## src/rtl/tde_pkg.sv

```systemverilog
package tde_pkg;
  localparam int DATA_W = 32;
  localparam int F_OP   = 28;
  localparam int F_HND  = 20;
  localparam int F_LVL  = 14;
  localparam int F_MSK  = 6;
  localparam int F_IDX  = 0;

  typedef enum logic [3:0] {
    OP_SETVEC = 4'd1,
    OP_ENQ    = 4'd2,
    OP_IRQ    = 4'd3,
    OP_RET    = 4'd4,
    OP_EXIT   = 4'd5
  } op_e;
endpackage

```

## src/rtl/tde_msg_rx.sv

```systemverilog
module tde_msg_rx #(
  parameter int DW = 32
) (
  input  logic          clk,
  input  logic          rst_n,
  input  logic          in_valid,
  input  logic [DW-1:0] in_data,
  input  logic          in_last,
  output logic          cmd_fire,
  output logic [DW-1:0] cmd_word
);
  logic          mid_q, mid_n;
  logic [DW-1:0] hdr_q, hdr_n;

  always_comb begin
    mid_n = mid_q;
    hdr_n = hdr_q;
    if (in_valid) begin
      if (!mid_q) hdr_n = in_data;
      mid_n = !in_last;
    end
  end

  assign cmd_fire = in_valid && in_last;
  assign cmd_word = mid_q ? hdr_q : in_data;

  always_ff @(posedge clk or negedge rst_n) begin
    if (!rst_n) begin
      mid_q <= 1'b0;
      hdr_q <= '0;
    end else begin
      mid_q <= mid_n;
      hdr_q <= hdr_n;
    end
  end

  // the header is frozen while continuation words stream in
  a_r1_hdr_hold: assert property (@(posedge clk) disable iff (!rst_n)
    (mid_q && in_valid) |=> (hdr_q == $past(hdr_q)));
endmodule

```

## src/rtl/tde_queue.sv

```systemverilog
module tde_queue #(
  parameter int EW = 12,
  parameter int QD = 4
) (
  input  logic          clk,
  input  logic          rst_n,
  input  logic          push_tail,
  input  logic          push_head,
  input  logic          pop,
  input  logic [EW-1:0] din,
  output logic [EW-1:0] head,
  output logic          empty,
  output logic          ovf
);
  localparam int AW   = (QD > 1) ? $clog2(QD) : 1;
  localparam int CNTW = AW + 1;

  logic [EW-1:0]   mem [QD];
  logic [AW-1:0]   hd_q, hd_n, wr_ptr;
  logic [CNTW-1:0] cnt_q, cnt_n;
  logic            ovf_q, ovf_n, wr_en, full;

  assign full  = (cnt_q == CNTW'(QD));
  assign empty = (cnt_q == '0);
  assign head  = mem[hd_q];
  assign ovf   = ovf_q;

  always_comb begin
    hd_n   = hd_q;
    cnt_n  = cnt_q;
    ovf_n  = ovf_q;
    wr_en  = 1'b0;
    wr_ptr = hd_q + cnt_q[AW-1:0];
    if (push_tail || push_head) begin
      if (full) begin
        ovf_n = 1'b1;
      end else begin
        wr_en = 1'b1;
        cnt_n = cnt_q + CNTW'(1);
        if (push_head) begin
          hd_n   = hd_q - AW'(1);
          wr_ptr = hd_q - AW'(1);
        end
      end
    end else if (pop && !empty) begin
      hd_n  = hd_q + AW'(1);
      cnt_n = cnt_q - CNTW'(1);
    end
  end

  always_ff @(posedge clk or negedge rst_n) begin
    if (!rst_n) begin
      hd_q  <= '0;
      cnt_q <= '0;
      ovf_q <= 1'b0;
    end else begin
      hd_q  <= hd_n;
      cnt_q <= cnt_n;
      ovf_q <= ovf_n;
    end
  end

  always_ff @(posedge clk) begin
    if (wr_en) mem[wr_ptr] <= din;
  end

  a_r2_pop_nonempty: assert property (@(posedge clk) disable iff (!rst_n)
    pop |-> !empty);
  a_r2_one_op: assert property (@(posedge clk) disable iff (!rst_n)
    $onehot0({push_tail, push_head, pop}));
  a_r8_cnt_bound: assert property (@(posedge clk) disable iff (!rst_n)
    cnt_q <= CNTW'(QD));
  a_r8_full_reject: assert property (@(posedge clk) disable iff (!rst_n)
    ((push_tail || push_head) && full) |=> (cnt_q == $past(cnt_q) && ovf_q));
endmodule

```

## src/rtl/tde_select.sv

```systemverilog
module tde_select #(
  parameter int NL = 8,
  parameter int NC = 4,
  parameter int PW = 4,
  parameter int LW = 3,
  parameter int CW = 2
) (
  input  logic          head_v [NL],
  input  logic [NC-1:0] head_m [NL],
  input  logic [PW-1:0] core_prio [NC],
  input  logic [NC-1:0] core_blk,
  output logic          fire,
  output logic [LW-1:0] lvl,
  output logic [CW-1:0] core
);
  logic          found;
  logic [PW-1:0] bestp;
  logic [CW-1:0] bc;

  always_comb begin
    fire  = 1'b0;
    lvl   = '0;
    core  = '0;
    found = 1'b0;
    bestp = '0;
    bc    = '0;
    for (int l = NL - 1; l >= 0; l--) begin
      if (!fire && head_v[l]) begin
        found = 1'b0;
        bestp = '0;
        bc    = '0;
        for (int c = 0; c < NC; c++) begin
          if (head_m[l][c] && !core_blk[c] && (PW'(l + 1) > core_prio[c]) &&
              (!found || core_prio[c] < bestp)) begin
            found = 1'b1;
            bestp = core_prio[c];
            bc    = CW'(c);
          end
        end
        if (found) begin
          fire = 1'b1;
          lvl  = LW'(l);
          core = bc;
        end
      end
    end
  end
endmodule

```

## src/rtl/thread_dispatch.sv

```systemverilog
module thread_dispatch
  import tde_pkg::*;
#(
  parameter int NUM_LEVELS  = 8,
  parameter int NUM_CORES   = 4,
  parameter int QUEUE_DEPTH = 4,
  parameter int NUM_VECTORS = 8,
  parameter int HANDLE_W    = 8,
  parameter int TIME_W      = 32
) (
  input  logic                          clk,
  input  logic                          rst_n,
  input  logic                          in_valid,
  input  logic [DATA_W-1:0]             in_data,
  input  logic                          in_last,
  input  logic [TIME_W-1:0]             rtc,
  output logic                          dsp_valid,
  output logic [$clog2(NUM_CORES)-1:0]  dsp_core,
  output logic [HANDLE_W-1:0]           dsp_handle,
  output logic [$clog2(NUM_LEVELS)-1:0] dsp_level,
  output logic                          acct_valid,
  output logic [HANDLE_W-1:0]           acct_handle,
  output logic [TIME_W-1:0]             acct_time,
  output logic [NUM_LEVELS-1:0]         q_ovf
);
  localparam int NL = NUM_LEVELS;
  localparam int NC = NUM_CORES;
  localparam int LW = $clog2(NUM_LEVELS);
  localparam int CW = $clog2(NUM_CORES);
  localparam int VW = $clog2(NUM_VECTORS);
  localparam int PW = $clog2(NUM_LEVELS + 1);
  localparam int EW = HANDLE_W + NUM_CORES;

  logic              cmd_fire;
  logic [DATA_W-1:0] cmd_word;
  logic              unused_hdr;

  tde_msg_rx #(.DW(DATA_W)) u_rx (
    .clk(clk), .rst_n(rst_n), .in_valid(in_valid), .in_data(in_data),
    .in_last(in_last), .cmd_fire(cmd_fire), .cmd_word(cmd_word)
  );
  assign unused_hdr = ^cmd_word;

  logic [3:0]          c_op;
  logic [HANDLE_W-1:0] c_hnd;
  logic [LW-1:0]       c_lvl;
  logic [NC-1:0]       c_msk;
  logic [VW-1:0]       c_vec;
  logic [CW-1:0]       c_core;
  assign c_op   = cmd_word[F_OP +: 4];
  assign c_hnd  = cmd_word[F_HND +: HANDLE_W];
  assign c_lvl  = cmd_word[F_LVL +: LW];
  assign c_msk  = cmd_word[F_MSK +: NC];
  assign c_vec  = cmd_word[F_IDX +: VW];
  assign c_core = cmd_word[F_IDX +: CW];

  logic is_set, is_enq, is_irq, is_ret, is_exit, ret_ok, go;
  assign is_set  = cmd_fire && (c_op == OP_SETVEC);
  assign is_enq  = cmd_fire && (c_op == OP_ENQ);
  assign is_irq  = cmd_fire && (c_op == OP_IRQ);
  assign is_ret  = cmd_fire && (c_op == OP_RET);
  assign is_exit = cmd_fire && (c_op == OP_EXIT);

  // vector table
  logic [LW-1:0]       vt_lvl [NUM_VECTORS];
  logic [HANDLE_W-1:0] vt_h   [NUM_VECTORS];
  logic [NC-1:0]       vt_m   [NUM_VECTORS];

  always_ff @(posedge clk or negedge rst_n) begin
    if (!rst_n) begin
      for (int v = 0; v < NUM_VECTORS; v++) begin
        vt_lvl[v] <= '0;
        vt_h[v]   <= '0;
        vt_m[v]   <= '0;
      end
    end else if (is_set) begin
      vt_lvl[c_vec] <= c_lvl;
      vt_h[c_vec]   <= c_hnd;
      vt_m[c_vec]   <= c_msk;
    end
  end

  // per-core state
  logic [PW-1:0]       prio_q [NC], prio_n [NC];
  logic [HANDLE_W-1:0] run_h_q [NC], run_h_n [NC];
  logic [NC-1:0]       run_m_q [NC], run_m_n [NC];
  logic [TIME_W-1:0]   run_t_q [NC], run_t_n [NC];
  logic [NC-1:0]       pend_v_q, pend_v_n;
  logic [HANDLE_W-1:0] pend_h_q [NC], pend_h_n [NC];
  logic [NC-1:0]       pend_m_q [NC], pend_m_n [NC];
  logic [LW-1:0]       pend_l_q [NC], pend_l_n [NC];
  logic [TIME_W-1:0]   pend_t_q [NC], pend_t_n [NC];

  assign ret_ok = is_ret && pend_v_q[c_core];

  // queues
  logic [LW-1:0]       tail_lvl;
  logic [EW-1:0]       q_din;
  logic [EW-1:0]       q_head [NL];
  logic                head_v [NL];
  logic [NC-1:0]       head_m [NL];
  logic [HANDLE_W-1:0] head_h [NL];
  logic                sel_fire;
  logic [LW-1:0]       sel_lvl;
  logic [CW-1:0]       sel_core;

  assign tail_lvl = is_irq ? vt_lvl[c_vec] : c_lvl;
  assign q_din = ret_ok ? {pend_h_q[c_core], pend_m_q[c_core]} :
                 is_irq ? {vt_h[c_vec], vt_m[c_vec]} : {c_hnd, c_msk};
  assign go = sel_fire && !cmd_fire;

  for (genvar l = 0; l < NL; l++) begin : g_lvl
    logic q_empty;
    tde_queue #(.EW(EW), .QD(QUEUE_DEPTH)) u_q (
      .clk(clk), .rst_n(rst_n),
      .push_tail((is_enq || is_irq) && tail_lvl == LW'(l)),
      .push_head(ret_ok && pend_l_q[c_core] == LW'(l)),
      .pop(go && sel_lvl == LW'(l)),
      .din(q_din), .head(q_head[l]), .empty(q_empty), .ovf(q_ovf[l])
    );
    assign head_v[l] = !q_empty;
    assign head_h[l] = q_head[l][EW-1:NC];
    assign head_m[l] = q_head[l][NC-1:0];
  end

  tde_select #(.NL(NL), .NC(NC), .PW(PW), .LW(LW), .CW(CW)) u_sel (
    .head_v(head_v), .head_m(head_m), .core_prio(prio_q), .core_blk(pend_v_q),
    .fire(sel_fire), .lvl(sel_lvl), .core(sel_core)
  );

  // outputs
  logic                dsp_v_n, acct_v_n;
  logic [CW-1:0]       dsp_c_n;
  logic [HANDLE_W-1:0] dsp_h_n, acct_h_n;
  logic [LW-1:0]       dsp_l_n;
  logic [TIME_W-1:0]   acct_t_n;

  always_comb begin
    prio_n   = prio_q;   run_h_n  = run_h_q;  run_m_n  = run_m_q;  run_t_n = run_t_q;
    pend_v_n = pend_v_q; pend_h_n = pend_h_q; pend_m_n = pend_m_q;
    pend_l_n = pend_l_q; pend_t_n = pend_t_q;
    dsp_v_n  = 1'b0; dsp_c_n = dsp_core; dsp_h_n = dsp_handle; dsp_l_n = dsp_level;
    acct_v_n = 1'b0; acct_h_n = acct_handle; acct_t_n = acct_time;
    if (go) begin
      if (prio_q[sel_core] != '0) begin
        pend_v_n[sel_core] = 1'b1;
        pend_h_n[sel_core] = run_h_q[sel_core];
        pend_m_n[sel_core] = run_m_q[sel_core];
        pend_l_n[sel_core] = LW'(prio_q[sel_core] - PW'(1));
        pend_t_n[sel_core] = run_t_q[sel_core];
      end
      run_h_n[sel_core] = head_h[sel_lvl];
      run_m_n[sel_core] = head_m[sel_lvl];
      run_t_n[sel_core] = rtc;
      prio_n[sel_core]  = PW'(sel_lvl) + PW'(1);
      dsp_v_n = 1'b1;
      dsp_c_n = sel_core;
      dsp_h_n = head_h[sel_lvl];
      dsp_l_n = sel_lvl;
    end
    if (ret_ok) begin
      pend_v_n[c_core] = 1'b0;
      acct_v_n = 1'b1;
      acct_h_n = pend_h_q[c_core];
      acct_t_n = rtc - pend_t_q[c_core];
    end
    if (is_exit && prio_q[c_core] != '0) begin
      prio_n[c_core] = '0;
      acct_v_n = 1'b1;
      acct_h_n = run_h_q[c_core];
      acct_t_n = rtc - run_t_q[c_core];
    end
  end

  always_ff @(posedge clk or negedge rst_n) begin
    if (!rst_n) begin
      for (int c = 0; c < NC; c++) begin
        prio_q[c] <= '0;   run_h_q[c] <= '0;  run_m_q[c] <= '0;  run_t_q[c] <= '0;
        pend_h_q[c] <= '0; pend_m_q[c] <= '0; pend_l_q[c] <= '0; pend_t_q[c] <= '0;
      end
      pend_v_q <= '0;
      dsp_valid <= 1'b0; dsp_core <= '0; dsp_handle <= '0; dsp_level <= '0;
      acct_valid <= 1'b0; acct_handle <= '0; acct_time <= '0;
    end else begin
      prio_q <= prio_n;   run_h_q <= run_h_n;  run_m_q <= run_m_n;  run_t_q <= run_t_n;
      pend_v_q <= pend_v_n; pend_h_q <= pend_h_n; pend_m_q <= pend_m_n;
      pend_l_q <= pend_l_n; pend_t_q <= pend_t_n;
      dsp_valid <= dsp_v_n; dsp_core <= dsp_c_n; dsp_handle <= dsp_h_n; dsp_level <= dsp_l_n;
      acct_valid <= acct_v_n; acct_handle <= acct_h_n; acct_time <= acct_t_n;
    end
  end

  a_r4_strict_rank: assert property (@(posedge clk) disable iff (!rst_n)
    go |-> (PW'(sel_lvl) + PW'(1) > prio_q[sel_core]));
  a_r5_mask_ok: assert property (@(posedge clk) disable iff (!rst_n)
    go |-> head_m[sel_lvl][sel_core]);
  a_r6_no_busy_hold: assert property (@(posedge clk) disable iff (!rst_n)
    go |-> !pend_v_q[sel_core]);
  a_r9_prio_updated: assert property (@(posedge clk) disable iff (!rst_n)
    dsp_valid |-> (prio_q[dsp_core] == PW'(dsp_level) + PW'(1)));
endmodule

```

## config.mk

```make
export PLATFORM = sky130hd
export DESIGN_NAME = thread_dispatch
export DESIGN_NICKNAME = d
export VERILOG_FILES = /design/src/rtl/tde_pkg.sv /design/src/rtl/tde_msg_rx.sv /design/src/rtl/tde_queue.sv /design/src/rtl/tde_select.sv /design/src/rtl/thread_dispatch.sv
export SDC_FILE = /design/constraint.sdc
export NUM_CORES = 2
export LEC_CHECK = 0
export CAP_MARGIN = 20
export CORE_AREA = 8 8 293 295
export CTS_CLUSTER_DIAMETER = 80
export DETAILED_ROUTE_END_ITERATION = 8
export DIE_AREA = 0 0 301 303
export DONT_BUFFER_PORTS = 1
export PLACE_DENSITY = 0.82
export SLEW_MARGIN = 20
export SYNTH_ARGS = -nofsm -noshare
export SYNTH_HDL_FRONTEND = slang
export SYNTH_HIERARCHICAL = 1
export SYNTH_SLANG_ARGS = --single-unit
```

## constraint.sdc

```tcl
create_clock -name clk -period 11.5 [get_ports clk]
set_clock_uncertainty 0.1 [all_clocks]
set_input_delay 0.575 -clock clk [delete_from_list [all_inputs] [get_ports clk]]
set_output_delay 0.575 -clock clk [all_outputs]
set_load 0.1 [all_outputs]
```

* Word level (Yosys, flattened, before mapping)
Memory sizes are Yosys's and may differ from the RTL's.
Index checks and enable logic that the tools add are counted.
** Word-level totals
- Register bits after elaboration :: 640
- RAM bits :: 384
- Input bits :: 68
- Word-level logic and storage cells :: 930
- Memories :: 8
** Cells by class
- Add/sub/neg operators :: 44
- Order comparisons :: 67
- Equality and inequality tests :: 50
- Muxes and demuxes :: 393
- Bitwise gates (word level) :: 10
- Reduce and logical (&&, ||, !) cells :: 267
** Memories
- g_lvl[0].u_q.mem :: depth 4, bits a word 12, read ports 1, clocked after memory_dff 0, wr ports 1, RTL line tde_queue.sv:18 : logic [EW-1:0] mem [QD];
- g_lvl[1].u_q.mem :: depth 4, bits a word 12, read ports 1, clocked after memory_dff 0, wr ports 1, RTL line tde_queue.sv:18
- g_lvl[2].u_q.mem :: depth 4, bits a word 12, read ports 1, clocked after memory_dff 0, wr ports 1, RTL line tde_queue.sv:18
- g_lvl[3].u_q.mem :: depth 4, bits a word 12, read ports 1, clocked after memory_dff 0, wr ports 1, RTL line tde_queue.sv:18
- g_lvl[4].u_q.mem :: depth 4, bits a word 12, read ports 1, clocked after memory_dff 0, wr ports 1, RTL line tde_queue.sv:18
- g_lvl[5].u_q.mem :: depth 4, bits a word 12, read ports 1, clocked after memory_dff 0, wr ports 1, RTL line tde_queue.sv:18
- +2 memories
** Operators by type and width (number)
- two-way mux 32 bit :: 10
- two-way mux 4 bit :: 66
- bitwise mux 128 bit :: 2
- binary-select mux 32 bit (select 2 bit) :: 3
- two-way mux 2 bit :: 88
- logical AND 1 bit :: 141
- two-way mux 3 bit :: 47
- two-way mux 1 bit :: 126
- two-way mux 8 bit :: 14
- bitwise mux 32 bit :: 3
- < comparator 4 bit :: 24
- bitwise mux 64 bit :: 1
- demux 32 bit (select 2 bit) :: 1
- > comparator 3 x 4 -> 1 bit, first input constant :: 16
- subtractor 32 bit :: 2
- == test 3 bit, second input constant :: 20
- binary-select mux 8 bit (select 2 bit) :: 3
- binary-select mux 8 bit (select 3 bit) :: 2
- bitwise mux 16 bit :: 3
- zero test 1 bit :: 45
- AND reduction 2 bit :: 18
- zero test 3 bit :: 11
- logical OR 1 bit :: 33
- binary-select mux 4 bit (select 2 bit) :: 4
- other kinds (48) :: 148

* Logic depth before layout (Yosys ltp)
- Depth in word-level cells :: 171
- Gate-level depth with buffers :: 38
- Depth with buffers taken out :: 33

* Cells and area by module
Netlist, hierarchy kept.
** Modules (own cells, without submodules)
- thread_dispatch :: instances 1, cells an instance 2211, area each 28362.2 sq um
- tde_queue at g_lvl[0].u_q ... :: instances 4, cells an instance 122, area each 2240.9 sq um
- tde_queue at g_lvl[4].u_q ... :: instances 4, cells an instance 122, area each 2228.4 sq um
- tde_select :: instances 1, cells an instance 486, area each 3424.5 sq um
- tde_msg_rx :: instances 1, cells an instance 109, area each 1757.9 sq um

* Least setup slack after synthesis
No wires, ideal clock.
- Kind :: register to register
- Start point :: reg g_lvl[5].u_q.hd_q[0]
- End point :: reg pend_h_q[31] (netlist name)
- Data arrival time :: 7901 ps
- Setup slack :: 3374 ps
- Stages on the path, launching flop included :: 37
- Buffers on the path :: 5
- Clock period less this slack :: 8126 ps
- Cells stage by stage :: dfrtp_1 -> buf_2 -> mux4_2 -> and3_1 -> clkbuf_1 -> nand2_1 -> ha_1 -> a2111oi_0 -> or3_1 -> o21a_1 -> nor2_1 -> a21oi_1 -> ha_1 -> a21o_1 -> a221oi_1 -> o21ai_0 -> a311oi_2 -> mux2_2 -> ha_1 -> a21o_1 -> a21oi_1 -> and2_1 -> or4b_4 -> a31oi_1 -> nor2_1 -> a311oi_1 -> a2111oi_0 -> o311a_1 -> buf_2 -> buf_2 -> mux4_2 -> inv_1 -> ha_1 -> nand2_1 -> nand2_1 -> buf_2 -> mux2_2
** RTL lines
- start: declaration :: RTL line tde_queue.sv:19 : logic [AW-1:0] hd_q, hd_n, wr_ptr;
- start signal: assignment :: RTL line tde_queue.sv:57 : hd_q <= hd_n;
- end signal: assignment :: RTL line thread_dispatch.sv:186 : pend_v_q <= pend_v_n; pend_h_q <= pend_h_n; pend_m_q <= pend_m_n;
- end: declaration :: RTL line thread_dispatch.sv:89 : logic [HANDLE_W-1:0] pend_h_q [NC], pend_h_n [NC];

==> results.yml <==
global_route:
  maximum_number_of_pins_on_one_net_before_global_route_repair: 631
  grt-ovfl-total: 0
  global_route.usage.total_pct: 28.7
  first_pass_grt_wire_length_mm: 203
  antenna_found_initial: 1
  via_count_of_the_first_global_routing_pass: 34200
worst_hold_path:
  worst_hold_path.num_cells: 3
  hold_path_end: "acct_time[1]"
  worstHoldPathType: "input pin to flop"
  min-delay-start: "rtc[1]"
pwr:
  p_per_area_mw_per_mm2: 312
  peakVddDrop_v: 0.000361
  static-leakage-power_nw: 22.6
floorplan:
  rows: 105
  die_x_microns: 301
  die_height_microns: 303
  dieArea_sq_mm: 0.0912
  design.core.area_sq_mm: 0.0812
  io-pin-count: 131
  effective_utilization_at_floorplan_pct: 62.7
worst_setup_path:
  timing_worst_setup_path_type: "flop to flop"
  data_arrival_time_of_the_critical_path_ns: 10.50
  critical_path.most_common_cell: "sky130_fd_sc_hd__ha_1"
  timing.rr.end: "pend_t_q[117]"
  data_required_time_of_the_critical_path_ns: 11.94
  crit_path_end_kind: "flop"
  path_max_fanout: 21
  r2r_start: "g_lvl[5].u_q/hd_q[0]"
  critical-path-slowest-cell: "sky130_fd_sc_hd__a2111oi_0"
  r2r_setup_slack_ns: 1.44
  timing.reg2reg.worst_path_depth: 33
  launch_point_of_the_worst_path: "g_lvl[5].u_q/hd_q[0]"
  startpoint_class_of_the_critical_path: "flop"
  slowest_delay_ns: 0.86
routing:
  route.met2.wl_mm: 63.6
  wire_per_inst_microns: 26.5
  ant_nets: 0
  vias_per_cell: 6.78
  totalWireLength_mm: 131
  drt_pre_antenna_iters: 6
  remaining_drc_errors: 0
  wire_length_on_met3_mm: 11.8
  detailedRoute.firstIterationViolations: 3543
  highest-signal-layer: "met4"
  routed_metal_1_wire_length_mm: 50.1
  route.vias.total: 33600
finish:
  multiInputGateArea_sq_mm: 0.0226
  fill_cells: 5278
  area.growth.synth_to_final_pct: 10.2
  area_of_all_placed_cells_without_fillers_sq_mm: 0.0561
  share_of_layout_cells_above_drive_strength_1_pct: 25.9
  regArea_sq_mm: 0.0273
  antenna_cell_count: 0
  nets_final: 3994
timing:
  final_critical_path_setup_slack_ns: 1.44
  worst-slew-pin-transition_ns: 1.21
  grt_setup_unrepaired: "no"
  period_needed_ns: 10.06
  fmax_mhz: 99.4
  setup_viol_count_final: 0
  timing.max_slew.rel_slack_pct: 19.5
  finalMaxSlewViolations: 0
  final.setup.tns_ns: 0
  period_share_pct: 87.5
  hold_violations: 0
cts:
  ctsHtreeMaxLevel: 3
  tritoncts_clock_tree: "done"
  cts-root-buf: "sky130_fd_sc_hd__clkbuf_16"
  cts_sinks: 1014
  cts_buffers: 102
  cts.path.max_buffers: 3
  worstSkewPairLatency_ns: 0.67
  cts_clock_pin_slew_for_the_worst_setup_and_hold_paths_ns: 0.06
  postCtsSetupBuffers: 0
placed_design:
  io_port_bufs: 0
  globalplace.congestion: 0.970
  post_dp_cell_area_sq_mm: 0.0519
  hpwl_mm: 80.0
  dp_worst_setup_slack_ns: 1.79
yosys:
  syn_area_sq_mm: 0.0509
  synthCells: 3752
  synth_area_per_cell_sq_um: 13.6
  synth_warnings: 6
outcome:
  run_status: "finished, final reports clean"
run:
  max-cap-violations: 0
==> cells in the final DEF (no fill, tap or decap), types with 18 or more instances in the layout <==
| cell type | count |
|---|---|
| sky130_fd_sc_hd__a21o_1 | 29 |
| sky130_fd_sc_hd__a21oi_1 | 141 |
| sky130_fd_sc_hd__and3_1 | 29 |
| sky130_fd_sc_hd__buf_4 | 48 |
| sky130_fd_sc_hd__clkbuf_16 | 104 |
| sky130_fd_sc_hd__clkinv_2 | 23 |
| sky130_fd_sc_hd__conb_1 | 42 |
| sky130_fd_sc_hd__dfrtp_1 | 630 |
| sky130_fd_sc_hd__dlygate4sd3_1 | 56 |
| sky130_fd_sc_hd__edfxtp_1 | 384 |
| sky130_fd_sc_hd__ha_1 | 118 |
| sky130_fd_sc_hd__inv_1 | 74 |
| sky130_fd_sc_hd__mux2_1 | 25 |
| sky130_fd_sc_hd__mux2_2 | 364 |
| sky130_fd_sc_hd__mux2_4 | 20 |
| sky130_fd_sc_hd__mux2i_1 | 60 |
| sky130_fd_sc_hd__mux4_2 | 287 |
| sky130_fd_sc_hd__nand2_1 | 369 |
| sky130_fd_sc_hd__nand2b_1 | 34 |
| sky130_fd_sc_hd__nand3_1 | 65 |
| sky130_fd_sc_hd__nor2_1 | 201 |
| sky130_fd_sc_hd__nor2_2 | 25 |
| sky130_fd_sc_hd__nor3_1 | 41 |
| sky130_fd_sc_hd__o211ai_1 | 25 |
| sky130_fd_sc_hd__o21a_1 | 18 |
| sky130_fd_sc_hd__o21ai_0 | 140 |
| sky130_fd_sc_hd__o311ai_0 | 18 |
| sky130_fd_sc_hd__or3_1 | 19 |
| sky130_fd_sc_hd__xnor2_1 | 48 |
| sky130_fd_sc_hd__xor2_1 | 25 |
==> flip-flops by register name (all words and copies together), names as in the netlist, 16 cells and up <==
name and count:
g_lvl.u_q/mem 384, pend_t_q 128, run_t_q 128, vt_h 64, acct_time 32, pend_h_q 32
run_h_q 32, vt_m 32, g_lvl.u_q/cnt_q 24, vt_lvl 24, u_rx/hdr_q 22, g_lvl.u_q/hd_q 16
pend_m_q 16, prio_q 16, run_m_q 16
==> per-layer routing <==
| layer | vias to the layer above | track usage (%) |
|---|---|---|
| met5 | - | 0 |
| met4 | 0 | 12.4 |
| met3 | 309 | 4.94 |
| met2 | 1793 | 46.5 |
| met1 | 17200 | 38.4 |
| li1 | 14300 | - |
==> report_power, final <==
part           leakage [nW]  switching [mW]  total [mW]  internal (mW)
Clock                  1.70            1.43        3.40           1.97
Combinational          9.50            4.56        8.04           3.47
Sequential             11.4            1.36        6.09           4.72
Total                  22.6            7.35        17.5           10.2
==> cell type report <==
| type | count | share of cell area (%) |
|---|---|---|
| multi-input combinational | 2492 | 40.3 |
| inverter | 76 | 0.508 |
| clock buffer | 136 | 5.14 |
| sequential | 1014 | 48.6 |
| tap | 1070 | 2.39 |
| timing repair buffer | 113 | 2.03 |
| clock inverter | 55 | 1.02 |
==> how the worst max path moves through the flow <==
stage,end,slack (ns),cells after the start
detailed placement,pend_t_q[113],1.79,33
floorplan,pend_h_q[31],3.37,36
global placement,pend_t_q[125],1.95,33
global route,run_m_q[3],0.85,31
CTS,pend_t_q[110],1.71,33
finish,pend_t_q[117],1.44,33
==> through the flow <==
| stage | std cells | hold WS (ns) | power [mW] | util (%) |
|---|---|---|---|---|
| finish | 4956 | 0.175 | 17.5 | 69.1 |
| global route | 4956 | 0.166 | 18.3 | 69.1 |
| CTS | 4949 | -0.493 | 17.3 | 68.8 |
| detailed placement | 4703 | 0.224 | 13.8 | 63.9 |
| global placement | 4702 | 0.229 | 13.5 | 63.9 |
| floorplan | 3793 | 0.179 | 11.6 | - |
==> repair_timing <==
action                     in CTS  in global routing
resized for setup               0                  0
hold buffers                   55                  2
setup endpoints to repair       0                  0
hold endpoints to repair      780                216
==> critical path, delay by kind of cell, from the launching register on <==
| kind | cells | cell delay (ns) |
|---|---|---|
| AOI/OAI and AO/OA | 13 | 3.87 |
| muxes | 4 | 2.00 |
| and+or+nand+nor | 9 | 1.79 |
| adders and majority gates | 4 | 0.98 |
| DFF | 1 | 0.33 |
| buffers and inverters | 3 | 0.82 |
Power figures use the tool's default switching activity.
